`src/rtl/hzd_pkg.sv`:
```
package hzd_pkg;
  typedef enum logic [1:0] {
    SRC_RF    = 2'd0,
    SRC_EXMEM = 2'd1,
    SRC_MEMWB = 2'd2
  } fwd_src_e;
  localparam int unsigned NUM_OPERANDS = 2;
endpackage

```
`src/rtl/hzd_fwd_sel.sv`:
```
module hzd_fwd_sel
  import hzd_pkg::*;
#(
  parameter int unsigned REG_AW = 5
) (
  input  logic [REG_AW-1:0] src,
  input  logic [REG_AW-1:0] mem_rd,
  input  logic              mem_wen,
  input  logic              mem_load,
  input  logic [REG_AW-1:0] wb_rd,
  input  logic              wb_wen,
  output fwd_src_e          sel
);
  logic src_live, hit_mem, hit_wb;

  assign src_live = (src != '0);
  assign hit_mem  = src_live && mem_wen && !mem_load && (mem_rd == src);
  assign hit_wb   = src_live && wb_wen && (wb_rd == src);

  always_comb begin
    if (hit_mem)     sel = SRC_EXMEM;
    else if (hit_wb) sel = SRC_MEMWB;
    else             sel = SRC_RF;
  end
endmodule

```
`src/rtl/hzd_stall_detect.sv`:
```
module hzd_stall_detect #(
  parameter int unsigned REG_AW = 5
) (
  input  logic [REG_AW-1:0] id_rs,
  input  logic [REG_AW-1:0] id_rt,
  input  logic              id_branch,
  input  logic [REG_AW-1:0] ex_rd,
  input  logic              ex_wen,
  input  logic              ex_load,
  input  logic [REG_AW-1:0] mem_rd,
  input  logic              mem_wen,
  input  logic              mem_load,
  output logic              load_stall,
  output logic              branch_stall
);
  logic ex_dep, mem_dep;

  assign ex_dep  = ex_wen && (ex_rd != '0) &&
                   ((ex_rd == id_rs) || (ex_rd == id_rt));
  assign mem_dep = mem_wen && (mem_rd != '0) &&
                   ((mem_rd == id_rs) || (mem_rd == id_rt));

  assign load_stall   = ex_dep && ex_load;
  assign branch_stall = id_branch && (ex_dep || (mem_dep && mem_load));
endmodule

```
`src/rtl/hzd_branch_unit.sv`:
```
module hzd_branch_unit
  import hzd_pkg::*;
#(
  parameter int unsigned REG_AW = 5,
  parameter int unsigned XLEN   = 32
) (
  input  logic [REG_AW-1:0] id_rs,
  input  logic [REG_AW-1:0] id_rt,
  input  logic [XLEN-1:0]   id_rs_val,
  input  logic [XLEN-1:0]   id_rt_val,
  input  logic              id_branch,
  input  logic [XLEN-1:0]   id_pc,
  input  logic [XLEN-1:0]   id_offset,
  input  logic [REG_AW-1:0] mem_rd,
  input  logic              mem_wen,
  input  logic              mem_load,
  input  logic [XLEN-1:0]   mem_alu,
  input  logic              stall,
  input  logic              delayed_mode,
  output logic              redirect,
  output logic              flush,
  output logic [XLEN-1:0]   target
);
  logic [REG_AW-1:0] src   [NUM_OPERANDS];
  logic [XLEN-1:0]   rfval [NUM_OPERANDS];
  logic [XLEN-1:0]   opnd  [NUM_OPERANDS];
  logic              taken;

  assign src[0]   = id_rs;
  assign src[1]   = id_rt;
  assign rfval[0] = id_rs_val;
  assign rfval[1] = id_rt_val;

  for (genvar g = 0; g < NUM_OPERANDS; g++) begin : g_cmp_fwd
    logic use_mem;
    assign use_mem = mem_wen && !mem_load && (mem_rd != '0) && (mem_rd == src[g]);
    assign opnd[g] = use_mem ? mem_alu : rfval[g];
  end

  assign target   = id_pc + id_offset;
  assign taken    = id_branch && !stall && (opnd[0] == opnd[1]);
  assign redirect = taken;
  assign flush    = taken && !delayed_mode;
endmodule

```
`src/rtl/hazard_ctrl.sv`:
```
module hazard_ctrl
  import hzd_pkg::*;
#(
  parameter int unsigned REG_AW = 5,
  parameter int unsigned XLEN   = 32
) (
  input  logic              clk,
  input  logic              rst_n,
  input  logic              delayed_mode,
  input  logic [REG_AW-1:0] id_rs,
  input  logic [REG_AW-1:0] id_rt,
  input  logic              id_branch,
  input  logic [XLEN-1:0]   id_rs_val,
  input  logic [XLEN-1:0]   id_rt_val,
  input  logic [XLEN-1:0]   id_pc,
  input  logic [XLEN-1:0]   id_offset,
  input  logic [REG_AW-1:0] ex_rs,
  input  logic [REG_AW-1:0] ex_rt,
  input  logic [REG_AW-1:0] ex_rd,
  input  logic              ex_wen,
  input  logic              ex_load,
  input  logic [REG_AW-1:0] mem_rd,
  input  logic              mem_wen,
  input  logic              mem_load,
  input  logic [XLEN-1:0]   mem_alu,
  input  logic [REG_AW-1:0] wb_rd,
  input  logic              wb_wen,
  output logic [1:0]        fwd_a,
  output logic [1:0]        fwd_b,
  output logic              pc_hold,
  output logic              ifid_hold,
  output logic              idex_bubble,
  output logic              ifid_flush,
  output logic              pc_redirect,
  output logic [XLEN-1:0]   pc_target
);
  logic [REG_AW-1:0] ex_src [NUM_OPERANDS];
  fwd_src_e          sel    [NUM_OPERANDS];
  logic              load_stall, branch_stall, stall;

  assign ex_src[0] = ex_rs;
  assign ex_src[1] = ex_rt;

  // Operand source selection, one selector per ALU operand
  for (genvar g = 0; g < NUM_OPERANDS; g++) begin : g_alu_fwd
    hzd_fwd_sel #(.REG_AW(REG_AW)) u_sel (
      .src      (ex_src[g]),
      .mem_rd   (mem_rd),
      .mem_wen  (mem_wen),
      .mem_load (mem_load),
      .wb_rd    (wb_rd),
      .wb_wen   (wb_wen),
      .sel      (sel[g])
    );
  end

  assign fwd_a = sel[0];
  assign fwd_b = sel[1];

  hzd_stall_detect #(.REG_AW(REG_AW)) u_stall (
    .id_rs        (id_rs),
    .id_rt        (id_rt),
    .id_branch    (id_branch),
    .ex_rd        (ex_rd),
    .ex_wen       (ex_wen),
    .ex_load      (ex_load),
    .mem_rd       (mem_rd),
    .mem_wen      (mem_wen),
    .mem_load     (mem_load),
    .load_stall   (load_stall),
    .branch_stall (branch_stall)
  );

  assign stall       = load_stall || branch_stall;
  assign pc_hold     = stall;
  assign ifid_hold   = stall;
  assign idex_bubble = stall;

  hzd_branch_unit #(.REG_AW(REG_AW), .XLEN(XLEN)) u_branch (
    .id_rs        (id_rs),
    .id_rt        (id_rt),
    .id_rs_val    (id_rs_val),
    .id_rt_val    (id_rt_val),
    .id_branch    (id_branch),
    .id_pc        (id_pc),
    .id_offset    (id_offset),
    .mem_rd       (mem_rd),
    .mem_wen      (mem_wen),
    .mem_load     (mem_load),
    .mem_alu      (mem_alu),
    .stall        (stall),
    .delayed_mode (delayed_mode),
    .redirect     (pc_redirect),
    .flush        (ifid_flush),
    .target       (pc_target)
  );

  a_r1_exmem_forward: assert property (@(posedge clk) disable iff (!rst_n)
    (mem_wen && !mem_load && mem_rd != '0 && mem_rd == ex_rs) |-> fwd_a == 2'd1);
  a_r3_exmem_priority: assert property (@(posedge clk) disable iff (!rst_n)
    (mem_wen && !mem_load && mem_rd != '0 && mem_rd == ex_rt &&
     wb_wen && wb_rd == ex_rt) |-> fwd_b == 2'd1);
  a_r4_zero_source: assert property (@(posedge clk) disable iff (!rst_n)
    (ex_rs == '0) |-> fwd_a == 2'd0);
  a_r4_zero_no_stall: assert property (@(posedge clk) disable iff (!rst_n)
    (id_rs == '0 && id_rt == '0) |-> !pc_hold);
  a_r5_load_use: assert property (@(posedge clk) disable iff (!rst_n)
    (ex_load && ex_wen && ex_rd != '0 && (ex_rd == id_rs || ex_rd == id_rt))
      |-> (pc_hold && ifid_hold && idex_bubble));
  a_r9_delayed_no_flush: assert property (@(posedge clk) disable iff (!rst_n)
    delayed_mode |-> !ifid_flush);
  a_r10_stall_blocks_redirect: assert property (@(posedge clk) disable iff (!rst_n)
    pc_hold |-> (!pc_redirect && !ifid_flush));
  a_r11_redirect_needs_branch: assert property (@(posedge clk) disable iff (!rst_n)
    pc_redirect |-> id_branch);
endmodule

```
`config.mk`:
```
export PLATFORM = sky130hd
export DESIGN_NAME = hazard_ctrl
export DESIGN_NICKNAME = d
export VERILOG_FILES = /design/src/rtl/hzd_pkg.sv /design/src/rtl/hzd_fwd_sel.sv /design/src/rtl/hzd_stall_detect.sv /design/src/rtl/hzd_branch_unit.sv /design/src/rtl/hazard_ctrl.sv
export SDC_FILE = /design/constraint.sdc
export NUM_CORES = 1
export LEC_CHECK = 0
export ABC_AREA = 1
export ABC_CLOCK_PERIOD_IN_PS = 3300
export BUFFER_PORTS_ARGS = -buffer_cell sky130_fd_sc_hd__buf_4
export CAP_MARGIN = 20
export CORE_MARGIN = 2
export CORE_UTILIZATION = 30
export DETAILED_ROUTE_END_ITERATION = 10
export PLACE_DENSITY = 0.61
export SLEW_MARGIN = 30
export SYNTH_ARGS = -nofsm -noshare
export SYNTH_HDL_FRONTEND = slang
export SYNTH_SLANG_ARGS = --single-unit
```
`constraint.sdc`:
```
create_clock -name vclk -period 3.3
set_input_delay 0.495 -clock vclk [all_inputs]
set_output_delay 0.495 -clock vclk [all_outputs]
set_load 0.01 [all_outputs]
```
Word level (Yosys, flattened, before mapping) --
Index checks and enable logic that the tools add are counted.
Word-level totals: memory bits (read-only) 0, word-level logic and storage cells 51, memory bits (writable) 0, memories kept 0, bits of input ports 204, latch bits 0, flip-flop bits (word level) 0
Operators by class: reduce and logical (&&, ||, !) cells 35, multiplexer cells 6, divide/modulo/power cells 0, bitwise gates (word level) 0, shift operators 0, eq/ne operators 9, multipliers 0, add/sub/neg operators 1, magnitude comparators 0
Operators by type and width (number):
- $mux 32 | 2
- $eq 5x5->1 | 8
- $add 32x32->32 | 1
- $eq 32x32->1 | 1
- $logic_and 1x1->1 | 24
- $reduce_bool 5->1 | 4
- $mux 2 | 4
- $logic_or 1x1->1 | 4
- $logic_not 1->1 | 3

Longest topological paths before layout --
depth after elaboration 11, depth in mapped cells 18, depth with buffers taken out 17

Cells and area by module --
From an unflattened synthesis, not the netlist that was laid out.
Second synthesis, totals: cells, all modules 1012, area total of the unflattened synthesis 4867.2 um2
By module, submodules not included:
- hzd_branch_unit | cells each 788, sequential area each 0.0 um2, area an instance 3883.7 um2, instances 1
- hzd_fwd_sel | cells each 62, sequential area each 0.0 um2, area an instance 275.3 um2, instances 2
- hzd_stall_detect | cells each 95, sequential area each 0.0 um2, area an instance 406.6 um2, instances 1
- hazard_ctrl | cells each 5, sequential area each 0.0 um2, area an instance 26.3 um2, instances 1

Worst setup path before layout --
No wires, ideal clock.
path type input port to output port, from in id_pc[0], to out pc_target[26], data required time 2.805 ns, data arrival time 2.235 ns, path slack 0.570 ns, stages on the path 12, buffers on the path 0, path through ha_1 -> fa_1 -> nand3_1 -> nand2_1 -> nand4_1 -> nand2_1 -> nand2_1 -> nand2_1 -> a21o_1 -> a21oi_1 -> o21ai_0 -> xor2_1
On the way: longest elaborated chain between the ends 1
RTL lines:
- start: declaration | line hazard_ctrl.sv:15 | input logic [XLEN-1:0] id_pc,
- $add 32x32->32 | line hzd_branch_unit.sv:40 | assign target = id_pc + id_offset;
- end: declaration | line hazard_ctrl.sv:35 | output logic [XLEN-1:0] pc_target
No other way between the ends.

Worst setup path after layout --
Same ends and word-level chain as after synthesis.

==> flow_summary.ini <==
[sta]
final_max_slew_viol_count = 0
fin_hold_ws_ns = 1.239
worst_slew_margin_rel_pct = 51.72
hold_viol_final = 0
finalCritPeriodShare_pct = 92.92
rsz0062_at_grt = false
period_minus_slack_ns = 3.066
worstMarginPinSlew_ns = 0.7060
maxClockFrequency_mhz = 326.1
setup_tns_ns = 0
setup_viol = 0

[power]
p_leak_nw = 3.783
powerDensity_mw_per_mm2 = 156.6
ir_drop_v = 0.0001195

[route]
viasPerCell = 4.795
drt_iter0_markers = 330
ant_nets = 0
vias = 6018
first_pass_iters = 5
routed_wl_mm = 15.72
drc = 0
wl_per_cell_um = 12.52

[synthesis]
yosys.area.top_type = nand2_1
synth.top_cells.by_area = nand2_1, inv_1, ha_1
synth_area_per_cell_um2 = 5.094
yosysUniqueCellTypes = 41
yosys-top-cells-count = nand2_1, inv_1, nand3_1
synthCells = 856
synthesis.area_mm2 = 0.004360
synth_seq_area_share_pct = 0
synth_top_cell_area_share_pct = 27.80
yosys_warnings = 0
synth.most_common_cell = nand2_1
syn_nets = 1092

[cells_and_area]
clkbuf_count = 0
fin_nets = 1309
seq_cells = 0
syn2layout_area_growth_pct = 45.16
fillerInstances = 1632
drive_gt1_share_pct = 24.46
seqCellArea_um2 = 0
n_antenna_cell = 0

[placed_design]
io_buffers = 243
dp.final_hpwl_mm = 12.89
place.gp.congestion = 0.8945

[grt]
antenna_found_initial = 0
grt_remaining_overflow = 0
grtUsageTotal_pct = 19.19
grt_max_degree = 80
grt_first_pass_wirelength_mm = 25.94
grt_pass1_vias = 5583

[floorplanning]
die_w_um = 124.6
core_mm2 = 0.01437
dieHeight_um = 124.6
start_util_pct = 30.35
dieArea_mm2 = 0.01552
pin_count = 245
row_count = 44

[critical_path]
path_buf_inv = 2
cp_slowest_cell = fa_1
crit_start = id_pc[0]
slowest_delay_ns = 0.41
worstSetupStartpointType = primary input
crit_chain = buf_4 > ha_1 > fa_1 > nand3_1 > nand2_1 > nand4_1 > nand2_1 > nand2_1 > nand2_1 > a21o_1 > a21oi_2 > o21ai_0 > xor2_1 > buf_4
criticalPathCategory = primary input to primary output
critPathCaptureType = primary output
worstPathMaxFanout = 3
crit_family = adder cells
cpMostUsedCell = nand2_1
crit_required_ns = 2.80
arrival_ns = 2.57

[min_path]
hp-start = delayed_mode
hold_class = primary input to primary output

[status]
outcome = finished, final reports clean

[flow_run]
drv_cap = 0
path summary, 6_finish.rpt:
kind  depth (start not counted)       endpoint  slack [ns]
max                          14  pc_target[26]        0.23
min                           3     ifid_flush        1.24
cell usage in the layout, fill, tap and decap left out, drive strengths merged, types with 9 or more instances in the layout:
cell | netlist | routed
a21oi | 34 | 34
a31oi | 9 | 9
buf | 29 | 251
ha | 31 | 31
inv | 124 | 124
nand2 | 324 | 324
nand3 | 64 | 64
nand4 | 53 | 53
nor2 | 56 | 56
o21ai | 24 | 24
xnor2 | 21 | 21
xor2 | 39 | 39
power breakdown:
part | switching [mW] | internal (mW) | total [mW]
Clock | 0 | 0 | 0
Combinational | 0.513 | 0.478 | 0.991
Sequential | 0 | 0 | 0
Total | 0.513 | 0.478 | 0.991
kinds of logic after synthesis:
| logic type | Yosys count | share of synthesized area [%] |
|---|---|---|
| buffers and inverters | 161 | 15.90 |
| AOI/OAI and AO/OA | 90 | 12.25 |
| adders and majority gates | 32 | 9.354 |
| and+or+nand+nor | 513 | 50.45 |
| xor gates and xnor gates | 60 | 12.05 |
stage by stage:
stage          cell area [um2]  power (mW)  std cells  util [%]  worst slack (ns)
2_1_floorplan             4360      0.5253        856         -            0.5701
3_3_place_gp              6326      0.9907       1255     44.03            0.2060
3_5_place_dp              6326      0.9912       1255     44.03            0.1836
4_1_cts                   6326      0.9962       1255     44.03            0.1701
5_1_grt                   6330       1.100       1255     44.05           0.06003
6_report                  6330      0.9914       1255     44.05            0.2337
final cells by class:
type	instances	area [um2]	area share [%]
well taps	184	230.2	3.637
repair buffers	251	1959	30.95
multi-input cells	695	3671	58.00
inverters	125	469.2	7.413
layer usage:
metal	routed length, um	global-route usage [%]	part of all wire [%]	vias to the layer above
met5	0	0	0	-
met1	7234	25.86	46	2654
li1	-	-	-	3196
met4	223	2.379	1.4	0
met2	7480	34.17	48	154
met3	778	1.632	5.0	14
repair_timing:
action | in CTS | in global routing
gates resized for setup | 0 | 2
setup endpoints to repair | 0 | 2
setup buffers | 0 | 0
hold buffers | 0 | 0
No activity file was read; power rests on OpenSTA's default activity.
